==> config.mk <==
export PLATFORM = sky130hd
export DESIGN_NAME = sbd_adder
export DESIGN_NICKNAME = d
export VERILOG_FILES = /design/src/rtl/sbd_pkg.sv /design/src/rtl/sbd_digit_split.sv /design/src/rtl/sbd_digit_merge.sv /design/src/rtl/sbd_adder.sv
export SDC_FILE = /design/constraint.sdc
export NUM_CORES = 1
export LEC_CHECK = 0
export BUFFER_PORTS_ARGS = -buffer_cell sky130_fd_sc_hd__buf_4
export CORE_MARGIN = 4
export CORE_UTILIZATION = 58
export DETAILED_ROUTE_END_ITERATION = 8
export MAX_ROUTING_LAYER = met4
export PLACE_DENSITY = 0.82
export SLEW_MARGIN = 20
export SYNTH_ARGS = -nofsm -noshare
export SYNTH_HDL_FRONTEND = slang
export SYNTH_HIERARCHICAL = 1
export SYNTH_SLANG_ARGS = --single-unit
export TNS_END_PERCENT = 30
==> constraint.sdc <==
create_clock -name clk -period 0.8 [get_ports clk]
set_clock_uncertainty 0.1 [all_clocks]
set_input_delay 0.04 -clock clk [delete_from_list [all_inputs] [get_ports clk]]
set_output_delay 0.04 -clock clk [all_outputs]
set_load 0.02 [all_outputs]
==> src/rtl/sbd_pkg.sv <==
package sbd_pkg;

  typedef logic [1:0] sbd_code_t;

  localparam sbd_code_t SBD_ZERO = 2'b00;
  localparam sbd_code_t SBD_POS  = 2'b01;
  localparam sbd_code_t SBD_NEG  = 2'b10;
  localparam sbd_code_t SBD_BAD  = 2'b11;

  typedef struct packed {
    sbd_code_t xfer;
    sbd_code_t interim;
  } sbd_split_t;

  // numeric value of one digit code (illegal code reads as zero)
  function automatic logic signed [2:0] sbd_value(sbd_code_t c);
    case (c)
      SBD_POS: sbd_value = 3'sd1;
      SBD_NEG: sbd_value = -3'sd1;
      default: sbd_value = 3'sd0;
    endcase
  endfunction

  function automatic sbd_code_t sbd_encode(logic signed [2:0] v);
    if (v == 3'sd1)       sbd_encode = SBD_POS;
    else if (v == -3'sd1) sbd_encode = SBD_NEG;
    else                  sbd_encode = SBD_ZERO;
  endfunction

  function automatic logic sbd_is_neg(sbd_code_t c);
    sbd_is_neg = (c == SBD_NEG);
  endfunction

  // split a pair sum into transfer and interim, steered by the lower position
  function automatic sbd_split_t sbd_split(logic signed [2:0] pair, logic lower_neg);
    sbd_split_t r;
    r.xfer    = SBD_ZERO;
    r.interim = SBD_ZERO;
    if (pair == 3'sd2) begin
      r.xfer = SBD_POS;
    end else if (pair == -3'sd2) begin
      r.xfer = SBD_NEG;
    end else if (pair == 3'sd1) begin
      r.xfer    = lower_neg ? SBD_ZERO : SBD_POS;
      r.interim = lower_neg ? SBD_POS  : SBD_NEG;
    end else if (pair == -3'sd1) begin
      r.xfer    = lower_neg ? SBD_NEG : SBD_ZERO;
      r.interim = lower_neg ? SBD_POS : SBD_NEG;
    end
    sbd_split = r;
  endfunction

endpackage

==> src/rtl/sbd_digit_split.sv <==
module sbd_digit_split
  import sbd_pkg::*;
(
  input  logic [1:0] a_d,
  input  logic [1:0] b_d,
  input  logic       lower_neg,
  output logic [1:0] xfer,
  output logic [1:0] interim,
  output logic       bad_here
);

  logic signed [2:0] pair;
  sbd_split_t        parts;

  always_comb begin
    pair     = sbd_value(a_d) + sbd_value(b_d);
    parts    = sbd_split(pair, lower_neg);
    xfer     = parts.xfer;
    interim  = parts.interim;
    bad_here = (a_d == SBD_BAD) || (b_d == SBD_BAD);
  end

endmodule

==> src/rtl/sbd_digit_merge.sv <==
module sbd_digit_merge
  import sbd_pkg::*;
(
  input  logic [1:0] interim,
  input  logic [1:0] xfer_in,
  output logic [1:0] sum_d
);

  logic signed [2:0] total;

  always_comb begin
    total = sbd_value(interim) + sbd_value(xfer_in);
    sum_d = sbd_encode(total);
  end

endmodule

==> src/rtl/sbd_adder.sv <==
module sbd_adder
  import sbd_pkg::*;
#(
  parameter int N = 8
) (
  input  logic             clk,
  input  logic             rst_n,
  input  logic [2*N-1:0]   a,
  input  logic [2*N-1:0]   b,
  output logic [2*N+1:0]   sum,
  output logic             err
);

  localparam int OW = 2*N + 2;

  logic [1:0]    xfer    [N];
  logic [1:0]    interim [N];
  logic [1:0]    final_d [N];
  logic [N-1:0]  low_neg;
  logic [N-1:0]  bad_pos;
  logic          any_bad;
  logic [OW-1:0] comb_sum;
  logic [OW-1:0] sum_q;
  logic          err_q;

  for (genvar i = 0; i < N; i++) begin : g_pos
    if (i == 0) begin : g_base
      assign low_neg[i] = 1'b0;
    end else begin : g_upper
      assign low_neg[i] = sbd_is_neg(a[2*(i-1) +: 2]) | sbd_is_neg(b[2*(i-1) +: 2]);
    end

    sbd_digit_split u_split (
      .a_d       (a[2*i +: 2]),
      .b_d       (b[2*i +: 2]),
      .lower_neg (low_neg[i]),
      .xfer      (xfer[i]),
      .interim   (interim[i]),
      .bad_here  (bad_pos[i])
    );

    if (i == 0) begin : g_m0
      sbd_digit_merge u_merge (
        .interim (interim[i]),
        .xfer_in (SBD_ZERO),
        .sum_d   (final_d[i])
      );
    end else begin : g_mi
      sbd_digit_merge u_merge (
        .interim (interim[i]),
        .xfer_in (xfer[i-1]),
        .sum_d   (final_d[i])
      );
    end

    assign comb_sum[2*i +: 2] = final_d[i];
  end

  assign comb_sum[2*N +: 2] = xfer[N-1];
  assign any_bad            = |bad_pos;

  always_ff @(posedge clk or negedge rst_n) begin
    if (!rst_n) begin
      sum_q <= '0;
      err_q <= 1'b0;
    end else begin
      sum_q <= any_bad ? '0 : comb_sum;
      err_q <= any_bad;
    end
  end

  assign sum = sum_q;
  assign err = err_q;

endmodule

* Word-level counts from Yosys, hierarchy flattened
Cells that the tools add are included.
Storage, ports and cells: register bits after elaboration 19, output and inout port bits 19, logic and storage cells 276, input bits 34
Operators by class: reductions and logical operators 9, multiplexer cells 117, equal/unequal tests 126, add/sub/neg operators 15, bitwise operators 7
Operators with widths (number):
- 3-bit case mux with 2 select lines | 31
- 2-bit 2-to-1 mux | 63
- 2-bit == test (second input constant) | 47
- 3-bit by 2-bit == test with 1-bit output (second input constant) | 24
- 2-bit by 1-bit == test with 1-bit output (second input constant) | 31
- 4-bit 2-to-1 mux | 14
- 3-bit by 1-bit == test with 1-bit output (second input constant) | 16
- 3-bit adder | 15
- 3-bit == test (second input constant) | 8
- 18-bit 2-to-1 mux | 1
- 1-bit logical OR | 8
- 8-bit OR reduction | 1
- 1-bit 2-to-1 mux | 7
- 1-bit OR | 7
- 3-bit 2-to-1 mux | 1

* Depth between registers and ports, before layout
Gate-level depths: netlist of the first run.
depth after elaboration 15, mapped depth 17, mapped depth without buffers 17

* Hierarchy
The synthesis of the first run kept the hierarchy.
By module, submodules not included:
- sbd_digit_split | area an instance 165.2 um^2, cells each 20, seq. area each 0.0 um^2, instances 8
- sbd_digit_merge | area an instance 121.4 um^2, cells each 14, seq. area each 0.0 um^2, instances 8
- sbd_adder | area an instance 862.1 um^2, cells each 84, seq. area each 475.5 um^2, instances 1

* Worst setup path before layout of the first run
OpenSTA, ideal clock, no wires.
kind input port to flip-flop, start point input port a[2], end point register sum_q[5] (netlist: sum[5]), arrival 2.841 ns, stages 17, library setup time 0.086 ns, slack -2.227 ns, path through inv_1 > ha_1 > inv_1 > ha_1 > inv_1 > fa_1 > or3_1 > o21ai_2 > inv_1 > ha_1 > inv_1 > ha_1 > inv_1 > fa_1 > and3b_1 > inv_1 > nor3_1
RTL lines:
- from (decl) | RTL line sbd_adder.sv:8 | input logic [2*N-1:0] a,
- to (signal assigned) | RTL line sbd_adder.sv:67 | sum_q <= any_bad ? '0 : comb_sum;
- to (decl) | RTL line sbd_adder.sv:23 | logic [OW-1:0] sum_q;

==> results of run 1 <==
## layout by cell type, fill, tap and decap left out
| master | netlist | final |
|---|---|---|
| nor3_2 | 9 | 17 |
| xor2_2 | 0 | 4 |
| ha_1 | 64 | 30 |
| or4_4 | 1 | 2 |
| nor2b_1 | 8 | 7 |
| buf_6 | 2 | 38 |
| conb_1 | 1 | 4 |
| or2_4 | 0 | 4 |
| ha_2 | 0 | 9 |
| or2_2 | 9 | 5 |
| inv_8 | 0 | 4 |
| inv_1 | 128 | 80 |
| ha_4 | 0 | 25 |
| o21ai_2 | 8 | 8 |
| nand2b_1 | 16 | 16 |
| fa_2 | 0 | 7 |
| inv_6 | 0 | 4 |
| clkbuf_8 | 0 | 3 |
| xor2_1 | 8 | 4 |
| nor3_4 | 1 | 1 |
| buf_12 | 1 | 1 |
| and3_1 | 8 | 8 |
| buf_4 | 0 | 56 |
| nor2b_4 | 0 | 1 |
| buf_8 | 0 | 10 |
| fa_1 | 24 | 17 |
| or3_1 | 8 | 3 |
| o22ai_1 | 7 | 7 |
| inv_2 | 0 | 29 |
| or3_4 | 0 | 5 |
| and3b_1 | 24 | 24 |
| dlygate4sd3_1 | 0 | 1 |
| dfrtp_1 | 19 | 19 |
| inv_4 | 0 | 11 |
| clkinvlp_4 | 0 | 1 |
## worst max-delay path, cell delays in order
cell and delay (ns):
buf_6 0.10, inv_4 0.05, ha_4 0.19, inv_2 0.07, ha_4 0.12, inv_2 0.04, fa_2 0.57, xor2_1 0.23
and3_1 0.21, inv_1 0.05, ha_1 0.29, inv_1 0.07, ha_2 0.18, inv_2 0.05, fa_1 0.48, and3b_1 0.19
inv_1 0.07, nor3_2 0.11
## logic make-up (layout without fill, tap and decap cells)
group                    Yosys count  in the layout  synth area share
AND/OR/NAND/NOR                   93             93             0.216
buffers and inverters            132            238             0.167
other                              1              4           0.00119
flip-flops                        19             19             0.151
AO/OA/AOI/OAI                     15             15            0.0361
adder cells (fa/ha/maj)           88             88             0.406
XOR/XNOR                           8              8            0.0222
## sequential cells by signal, summed over array words and instances (netlist names)
name  flops
err       1
sum      18
## metal layers
| layer | wire (µm) | share of wire | GRT usage |
|---|---|---|---|
| met1 | 3370 | 0.37 | 0.252 |
| met4 | 293 | 0.032 | 0.0465 |
| met3 | 347 | 0.038 | 0.0208 |
| met2 | 5160 | 0.56 | 0.448 |
| met5 | 0 | 0 | - |
## stage by stage
stage	hold slack (ns)	TNS, ns
floorplan	-0.356	-35.66
global placement	-0.182	-39.88
detailed placement	-0.180	-41.52
CTS	0.101	-36.93
global route	0.118	-41.07
finish	0.104	-38.97
## what timing repair did
item / CTS / global route
resized for setup: 85 / 27
hold endpoints to repair: 19 / 0
endpoints found under the setup margin: 38 / 38
pin swaps: 62 / 20
buffers inserted: 3 / 1
hold buffers: 1 / 0
## power by group through the flow
stage               Combinational, mW  Sequential [mW]  Clock, mW
floorplan                        2.39            0.991          0
global placement                 3.29            0.985          0
detailed placement               3.51            0.985          0
CTS                              3.77            0.967      0.664
global route                     4.78            0.967      0.741
finish                           4.35            0.967      0.689
## cell type report
type                            instances  area [µm²]
Fill cell                             183         375
Sequential cell                        19         475
Clock inverter                          1        7.51
Tap cell                               70        87.6
Inverter                              128         558
Multi-Input combinational cell        208        2630
Timing Repair Buffer                  106        1030
Clock buffer                            3        41.3
## worst min path at each step
stage | start | endpoint | slack (ns)
after CTS | rst_n | sum[6]$_DFF_PN0_ | 0.10
after floorplan | rst_n | err$_DFF_PN0_ | -0.36
final | rst_n | sum[1]$_DFF_PN0_ | 0.10
after global routing | rst_n | sum[17]$_DFF_PN0_ | 0.12
after global placement | rst_n | sum[1]$_DFF_PN0_ | -0.18
after detailed placement | rst_n | sum[9]$_DFF_PN0_ | -0.18
==> run metrics, run 1 <==
Synth top area share 0.254; CTS Sinks 19; Int Power 3.39 mW; DRT antenna net count 0; routed len/inst 17.1 µm; Area contributors post-synth ha_1 (25%), fa_1 (15%), inv_1 (15%), dfrtp_1 (15%), and3b_1 (6.7%); CP required 0.87 ns; row cnt 26; cts bufs inserted 3; Die Wd 81.7 µm; Die H 81.7 µm; gpl congestion 0.745; run status complete, but fails checks; post-layout util 0.928; max-cap violation count 0; Pwr Density 1240 mW/mm²; worst hold path type primary input to asynchronous set/reset pin; Total Routing Usage GR 0.230; number of DRC markers in iteration 0 139; endpoints failing setup 38; drc violations 0; Routed WL 9170 µm; fin crit period 3.05 ns; post-synthesis cell area 0.00315 mm²; vias in the first global route 2857; Root Driver clkbuf_8; DIE AREA 0.00668 mm²; Synth Register Bits 19; CP Capture Point sum[2]$_DFF_PN0_; peak supply drop 0.000790 V; Switching Power 2.61 mW; Total Power 6.00 mW; RSZ-0062 raised after global routing yes; cell area after layout 0.00483 mm²; YS warnings 6; pre-CTS worst setup slack -2.51 ns; Startpoint Class primary input; drt first pass iters 4; sequential share of the synthesized area 0.151; Worst EP arrival 3.12 ns; Vias 2748; combinational share of power 0.724; Fin. Hold Viols 0; placed instance count 526; Leak 2.39 nW; largest fanout on the critical path 4; Nets 588; Syn-to-layout area delta 53.1%; Sw Ratio 0.435; CP startpoint b[2]; Initial Utilization 0.606; initial antenna violation count 0; period utilization 3.81; dpl hpwl 5410 µm; Mapped Cells 356; WS Path Type primary input to flip-flop; most frequent cell after synthesis inv_1; fraction of layout cells with a size suffix above 1 0.527; Port-buffer cells 52; # IOs 53; Post-Syn Area per Cell 8.86 µm²; Yosys cell types 22; Clock Power Share 0.115; Post-Layout Cell Count 535; largest net degree at the start of global routing 20; Primary FF master, synth dfrtp_1; largest area contributor in the synthesized netlist ha_1; max-slew violation count 0; Clock Pin Slew Worst Setup and Hold Paths 0.08 ns; Flop pwr share 0.161; n_diodes 0; CTS tree done; async set-reset flop share out of synthesis 1.00; Max clock buf depth 2; H-tree depth 1; CORE AREA 0.00520 mm²; Post-synth EDFFs 0; most frequent cells after synthesis inv_1 (128), ha_1 (64), and3b_1 (24), fa_1 (24), dfrtp_1 (19); first-pass GRT wire length 12000 µm; Placed Area 0.00429 mm²; endpoint class of the critical path flip-flop; Via density 5.14; worst setup margin -2.25 ns; total gr overflow 0; Peak Freq 0.328 GHz; failing checks setup timing
Note: power is estimated with default switching activity, not from simulation.
==> run 2: changes to the inputs <==
--- a/config.mk
+++ b/config.mk
@@ -8,12 +8,13 @@
 export BUFFER_PORTS_ARGS = -buffer_cell sky130_fd_sc_hd__buf_4
 export CORE_MARGIN = 4
 export CORE_UTILIZATION = 58
+export CTS_CLUSTER_SIZE = 10
 export DETAILED_ROUTE_END_ITERATION = 8
 export MAX_ROUTING_LAYER = met4
-export PLACE_DENSITY = 0.82
+export PLACE_DENSITY = 0.84
 export SLEW_MARGIN = 20
 export SYNTH_ARGS = -nofsm -noshare
 export SYNTH_HDL_FRONTEND = slang
 export SYNTH_HIERARCHICAL = 1
 export SYNTH_SLANG_ARGS = --single-unit
-export TNS_END_PERCENT = 30
+export TNS_END_PERCENT = 20
==> run metrics, run 2 (synthesized netlist as in run 1, its figures left out) <==
peak supply drop 0.000761 V (-3.7%); Sw Ratio 0.433 (-0.00193); Max clock buf depth 2 (unchanged); fraction of layout cells with a size suffix above 1 0.558 (+0.0308); vias in the first global route 3026 (+5.9%); CTS Sinks 19 (unchanged); period utilization 3.76 (-0.0482); endpoint class of the critical path flip-flop; drt first pass iters 4 (unchanged); Via density 5.14 (about the same); n_diodes 0 (unchanged); Nets 591 (+0.51%); post-layout util 0.928 (about the same); total gr overflow 0 (unchanged); drc violations 0 (unchanged); Worst EP arrival 3.09 ns (-0.03 ns); combinational share of power 0.735 (+0.011); run status complete, but fails checks; largest fanout on the critical path 2 (-2); Leak 2.38 nW (-0.58%); number of flip-flops under the largest register name 18 (unchanged); initial antenna violation count 0 (unchanged); Pwr Density 1300 mW/mm² (+4.6%); Fill cells 173 (-5.5%); Vias 2765 (+0.62%); CTS tree done; DIE AREA 0.00668 mm² (unchanged); sequential cell area 475 µm² (unchanged); dpl hpwl 5500 µm (+1.6%); number of DRC markers in iteration 0 92 (-34%); Clock Power Share 0.111 (-0.004); hold slack final 0.119 ns (+0.0154 ns); most frequent cells in the layout inv_1 (72), buf_4 (69), inv_2 (37); max-cap violation count 0 (unchanged); fin crit period 3.01 ns (-0.0385 ns); final setup TNS -38.82 ns (+0.143 ns); RSZ-0062 raised after global routing yes; DRT antenna net count 0 (unchanged); Flop pwr share 0.154 (-0.007); Initial Utilization 0.606 (unchanged); WS Path Type primary input to flip-flop; H-tree depth 1 (unchanged); Switching Power 2.72 mW (+4.1%); Placed Area 0.00426 mm² (-0.82%); Root Driver clkbuf_8; largest net degree at the start of global routing 20 (unchanged); Port-buffer cells 52 (unchanged); area taken by multi-input logic gates 0.00268 mm² (+2.0%); # IOs 53 (unchanged); commonest non-fill, non-tap cell in the layout inv_1; CORE AREA 0.00520 mm² (unchanged); Fin. Hold Viols 0 (unchanged); worst setup margin -2.21 ns (+0.0385 ns); Startpoint Class primary input; CP startpoint b[15]; Routed WL 9470 µm (+3.2%); failing checks setup timing; endpoints failing setup 38 (unchanged); Peak Freq 0.332 GHz (+1.3%); cts bufs inserted 3 (unchanged); Syn-to-layout area delta 53.1% (about the same); Clock Pin Slew Worst Setup and Hold Paths 0.08 ns (about the same); first-pass GRT wire length 12500 µm (+4.7%); max-slew violation count 0 (unchanged); Int Power 3.56 mW (+4.9%); Total Routing Usage GR 0.246 (+0.0157); Total Power 6.28 mW (+4.5%); Die H 81.7 µm (unchanged); gpl congestion 0.792 (+6.4%); CP required 0.88 ns (about the same); row cnt 26 (unchanged); routed len/inst 17.6 µm (+2.7%); Die Wd 81.7 µm (unchanged); cell area after layout 0.00483 mm² (about the same); worst hold path type primary input to asynchronous set/reset pin
## run 2: changes by cell type in the layout (fill, tap and decap cells not counted), sizes merged
cell      previous run  this run
buf                105       108
clkinv               0         1
clkinvlp             1         0
## run 2: what timing repair did
| item | 4_1_cts | 5_1_grt |
|---|---|---|
| hold buffers | 1 | 0 |
| setup endpoints to repair | 38 | 38 |
| endpoints found under the hold margin | 19 | 0 |
| resized for setup | 73 | 46 |
| pin swaps | 38 | 30 |
| setup buffers | 5 | 1 |
## run 2: worst max-delay path, stage by stage
cell,delay [ns]
buf_4,0.13
ha_4,0.28
inv_4,0.04
ha_4,0.14
inv_2,0.05
fa_1,0.47
xor2_2,0.24
and3_1,0.19
inv_2,0.06
ha_4,0.24
inv_4,0.07
ha_4,0.14
inv_4,0.04
fa_1,0.57
and3b_1,0.19
inv_2,0.04
nor3_2,0.17
## run 2: layout make-up
type,count,share of cell area
clock buffer,3,0.00855
clock inverter,1,0.00104
inverter,128,0.113
multi-input combinational,208,0.556
sequential,19,0.0985
tap,70,0.0181
timing repair buffer,109,0.205
## run 2: power groups by stage
stage | Combinational, mW | Clock, mW | Sequential [mW]
CTS | 3.79 | 0.686 | 0.967
global route | 5.01 | 0.740 | 0.967
global placement | 3.24 | 0 | 0.985
floorplan | 2.37 | 0 | 0.991
finish | 4.61 | 0.697 | 0.967
detailed placement | 3.49 | 0 | 0.985
## run 2: worst paths after layout
check,endpoint,depth (start not counted)
hold / removal,sum[14]$_DFF_PN0_,2
max in group asynchronous,sum[8]$_DFF_PN0_,2
setup / recovery,sum[14]$_DFF_PN0_,17
min in group clk,err$_DFF_PN0_,5
## run 2: metal layers
layer  GRT usage  up-vias  share of wire
li1            -     1272              -
met1       0.222     1356           0.34
met2       0.506       94           0.58
met3      0.0241       43          0.033
met4       0.106        0          0.044
met5           -        -              0
## run 2: per-stage QoR
| stage | instances | setup WS [ns] |
|---|---|---|
| 6_report | 538 | -2.21 |
| 3_3_place_gp | 527 | -2.38 |
| 3_5_place_dp | 527 | -2.48 |
| 5_1_grt | 538 | -2.30 |
| 2_1_floorplan | 359 | -2.12 |
| 4_1_cts | 537 | -2.10 |
==> run 3: changes to the inputs <==
--- a/config.mk
+++ b/config.mk
@@ -6,6 +6,7 @@
 export NUM_CORES = 1
 export LEC_CHECK = 0
 export BUFFER_PORTS_ARGS = -buffer_cell sky130_fd_sc_hd__buf_4
+export CORE_ASPECT_RATIO = 1.5
 export CORE_MARGIN = 4
 export CORE_UTILIZATION = 58
 export CTS_CLUSTER_SIZE = 10
@@ -17,4 +18,3 @@
 export SYNTH_HDL_FRONTEND = slang
 export SYNTH_HIERARCHICAL = 1
 export SYNTH_SLANG_ARGS = --single-unit
-export TNS_END_PERCENT = 20
==> run metrics, run 3 <==
worst_ep grt sum[15]$_DFF_PN0_/D; Yosys cell types 22 (unchanged); # IOs 53 (unchanged); Synth top area share 0.254 (unchanged); Root Driver clkbuf_8; dpl hpwl 6180 µm (+12%); post-synthesis cell area 0.00315 mm² (unchanged); CTS Sinks 19 (unchanged); cts bufs inserted 3 (unchanged); Mapped Cells 356 (unchanged); most frequent cell after synthesis inv_1; largest net degree at the start of global routing 20; sequential share of the synthesized area 0.151 (unchanged); Primary FF master, synth dfrtp_1; Stop stage 5_1_grt; run status did not finish; Post-synth EDFFs 0 (unchanged); Area contributors post-synth ha_1 (25%), fa_1 (15%), inv_1 (15%), dfrtp_1 (15%), and3b_1 (6.7%); Port-buffer cells 52 (unchanged); first error message [ERROR DPL-0038] Utilization greater than 100%, impossible to legalize; Post-Syn Area per Cell 8.86 µm² (unchanged); most frequent cells after synthesis inv_1 (128), ha_1 (64), and3b_1 (24), fa_1 (24), dfrtp_1 (19); YS warnings 6 (unchanged); WEP type sequential cell input; row cnt 32 (+23%); Die Wd 68.2 µm (-17%); H-tree depth 1 (unchanged); Die H 98.3 µm (+20%); largest area contributor in the synthesized netlist ha_1; gpl congestion 0.780 (-1.5%); Synth Register Bits 19 (unchanged); Max clock buf depth 2 (unchanged); async set-reset flop share out of synthesis 1.00 (unchanged); Initial Utilization 0.606 (unchanged)
==> run 3: logic make-up after synthesis <==
group,Yosys count,synth area share
flops,19,0.151
simple gates,93,0.216
buf+inv,132,0.167
other cells,1,0.00119
fa+ha+maj,88,0.406
xor+xnor,8,0.0222
compound gates,15,0.0361
==> run 3: timing repair <==
item	CTS
endpoints found under the setup margin	38
resized for setup	103
hold buffers	1
buffers inserted	8
pin swaps	64
hold endpoints to repair	19
==> run 3: metrics by stage <==
| step | util | cells | setup slack [ns] | TNS [ns] | cell area, µm² |
|---|---|---|---|---|---|
| after floorplan | - | 359 | -2.11 | -34.87 | 3660 |
| after global placement | 0.867 | 527 | -2.32 | -39.20 | 4510 |
| after detailed placement | 0.867 | 527 | -2.47 | -41.21 | 4510 |
| after CTS | 0.963 | 539 | -2.21 | -37.31 | 5010 |
==> run 4: changes to the inputs <==
--- a/config.mk
+++ b/config.mk
@@ -6,13 +6,10 @@
 export NUM_CORES = 1
 export LEC_CHECK = 0
 export BUFFER_PORTS_ARGS = -buffer_cell sky130_fd_sc_hd__buf_4
-export CORE_ASPECT_RATIO = 1.5
 export CORE_MARGIN = 4
-export CORE_UTILIZATION = 58
-export CTS_CLUSTER_SIZE = 10
+export CORE_UTILIZATION = 40
 export DETAILED_ROUTE_END_ITERATION = 8
-export MAX_ROUTING_LAYER = met4
-export PLACE_DENSITY = 0.84
+export PLACE_DENSITY_LB_ADDON = 0.15
 export SLEW_MARGIN = 20
 export SYNTH_ARGS = -nofsm -noshare
 export SYNTH_HDL_FRONTEND = slang
==> run metrics, run 4 (synthesized netlist as in run 1, its figures left out) <==
DRT antenna net count 0; drc violations 0; DIE AREA 0.00937 mm²; Vias 2496; commonest non-fill, non-tap cell in the layout inv_1; fraction of layout cells with a size suffix above 1 0.563; worst hold path type primary input to asynchronous set/reset pin; # IOs 53 (unchanged); number of flip-flops under the largest register name 18; peak supply drop 0.000658 V; routed len/inst 10.2 µm; max-cap violation count 0; Leak 2.45 nW; CP Capture Point sum[11]$_DFF_PN0_; largest net degree at the start of global routing 20; gpl congestion 0.736 (-5.7%); n_diodes 0; vias in the first global route 2576; run status complete, but fails checks; hold slack final 0.0967 ns; Root Driver clkbuf_8; Fin. Hold Viols 0; Die H 96.8 µm (-1.5%); Clock Pin Slew Worst Setup and Hold Paths 0.07 ns; Routed WL 5880 µm; initial antenna violation count 0; drt first pass iters 4; WS Path Type primary input to flip-flop; CTS Sinks 19 (unchanged); failing checks setup timing; max-slew violation count 0; dpl hpwl 5070 µm (-18%); Worst EP arrival 2.90 ns; Die Wd 96.8 µm (+42%); post-layout util 0.674; endpoint class of the critical path flip-flop; endpoints failing setup 38; Via density 4.33; CP startpoint b[8]; period utilization 3.53; Total Power 5.69 mW; CORE AREA 0.00769 mm²; Max clock buf depth 2 (unchanged); Total Routing Usage GR 0.131; first-pass GRT wire length 10600 µm; final setup TNS -35.52 ns; largest fanout on the critical path 3; Syn-to-layout area delta 64.1%; CP required 0.88 ns; worst setup margin -2.02 ns; Nets 597; RSZ-0062 raised after global routing yes; row cnt 32 (unchanged); Port-buffer cells 52 (unchanged); Peak Freq 0.354 GHz; total gr overflow 0; fin crit period 2.82 ns; Startpoint Class primary input; cts bufs inserted 3 (unchanged); most frequent cells in the layout inv_1 (74), buf_6 (50), buf_4 (47); Pwr Density 1100 mW/mm²; H-tree depth 1 (unchanged); CTS tree done; Initial Utilization 0.410 (-0.196); number of DRC markers in iteration 0 57
==> run 4: timing repair <==
item | CTS | global route
hold buffers | 1 | 0
gates resized for setup | 86 | 46
pin swaps | 52 | 27
hold endpoints to repair | 19 | 0
buffers inserted | 3 | 2
endpoints found under the setup margin | 38 | 38
==> run 4: where the power goes <==
part | total, mW | leakage (nW) | internal (mW) | switching [mW]
combinational | 4.07 | 2.17 | 2.17 | 1.90
clock | 0.652 | 0.0255 | 0.346 | 0.306
sequential | 0.968 | 0.260 | 0.965 | 0.00289
==> run 4: stage by stage <==
stage               cell area, µm²  std cells  setup WS, ns
floorplan                     3660        359         -2.11
finish                        5180        576         -2.02
global placement              4580        567         -2.31
CTS                           4980        574         -2.05
global route                  5180        576         -2.16
detailed placement            4580        567         -2.40
==> run 4: metal layers <==
metal,vias to the layer above,track usage,share of wire
met1,1169,0.158,0.42
met2,33,0.248,0.55
met5,-,0,0
li1,1292,-,-
met3,2,0.0238,0.032
met4,0,0.0130,0.0060
==> run 4: how the worst min path moves through the flow <==
stage,from,to
global placement,rst_n,sum[17]$_DFF_PN0_
detailed placement,rst_n,sum[17]$_DFF_PN0_
global route,rst_n,sum[1]$_DFF_PN0_
finish,rst_n,sum[15]$_DFF_PN0_
floorplan,rst_n,err$_DFF_PN0_
CTS,rst_n,sum[17]$_DFF_PN0_
==> run 4: cell type report <==
cell class | count | area (µm²)
inverters | 128 | 598
clock buffers | 3 | 41.3
multi-input cells | 208 | 2740
fillers | 635 | 2510
well taps | 102 | 128
flip-flops and latches | 19 | 475
clock inverters | 1 | 5.00
repair buffers | 115 | 1190
==> run 4: worst max-delay path, stage by stage <==
cell and delay [ns]:
buf_8 0.09, inv_8 0.03, ha_4 0.25, inv_2 0.04, ha_4 0.14, inv_2 0.05, fa_2 0.46, or3_4 0.38
o21ai_2 0.07, inv_2 0.06, ha_4 0.26, inv_2 0.03, ha_2 0.17, inv_2 0.06, fa_1 0.42, and3b_1 0.23
inv_1 0.05, nor3_2 0.09
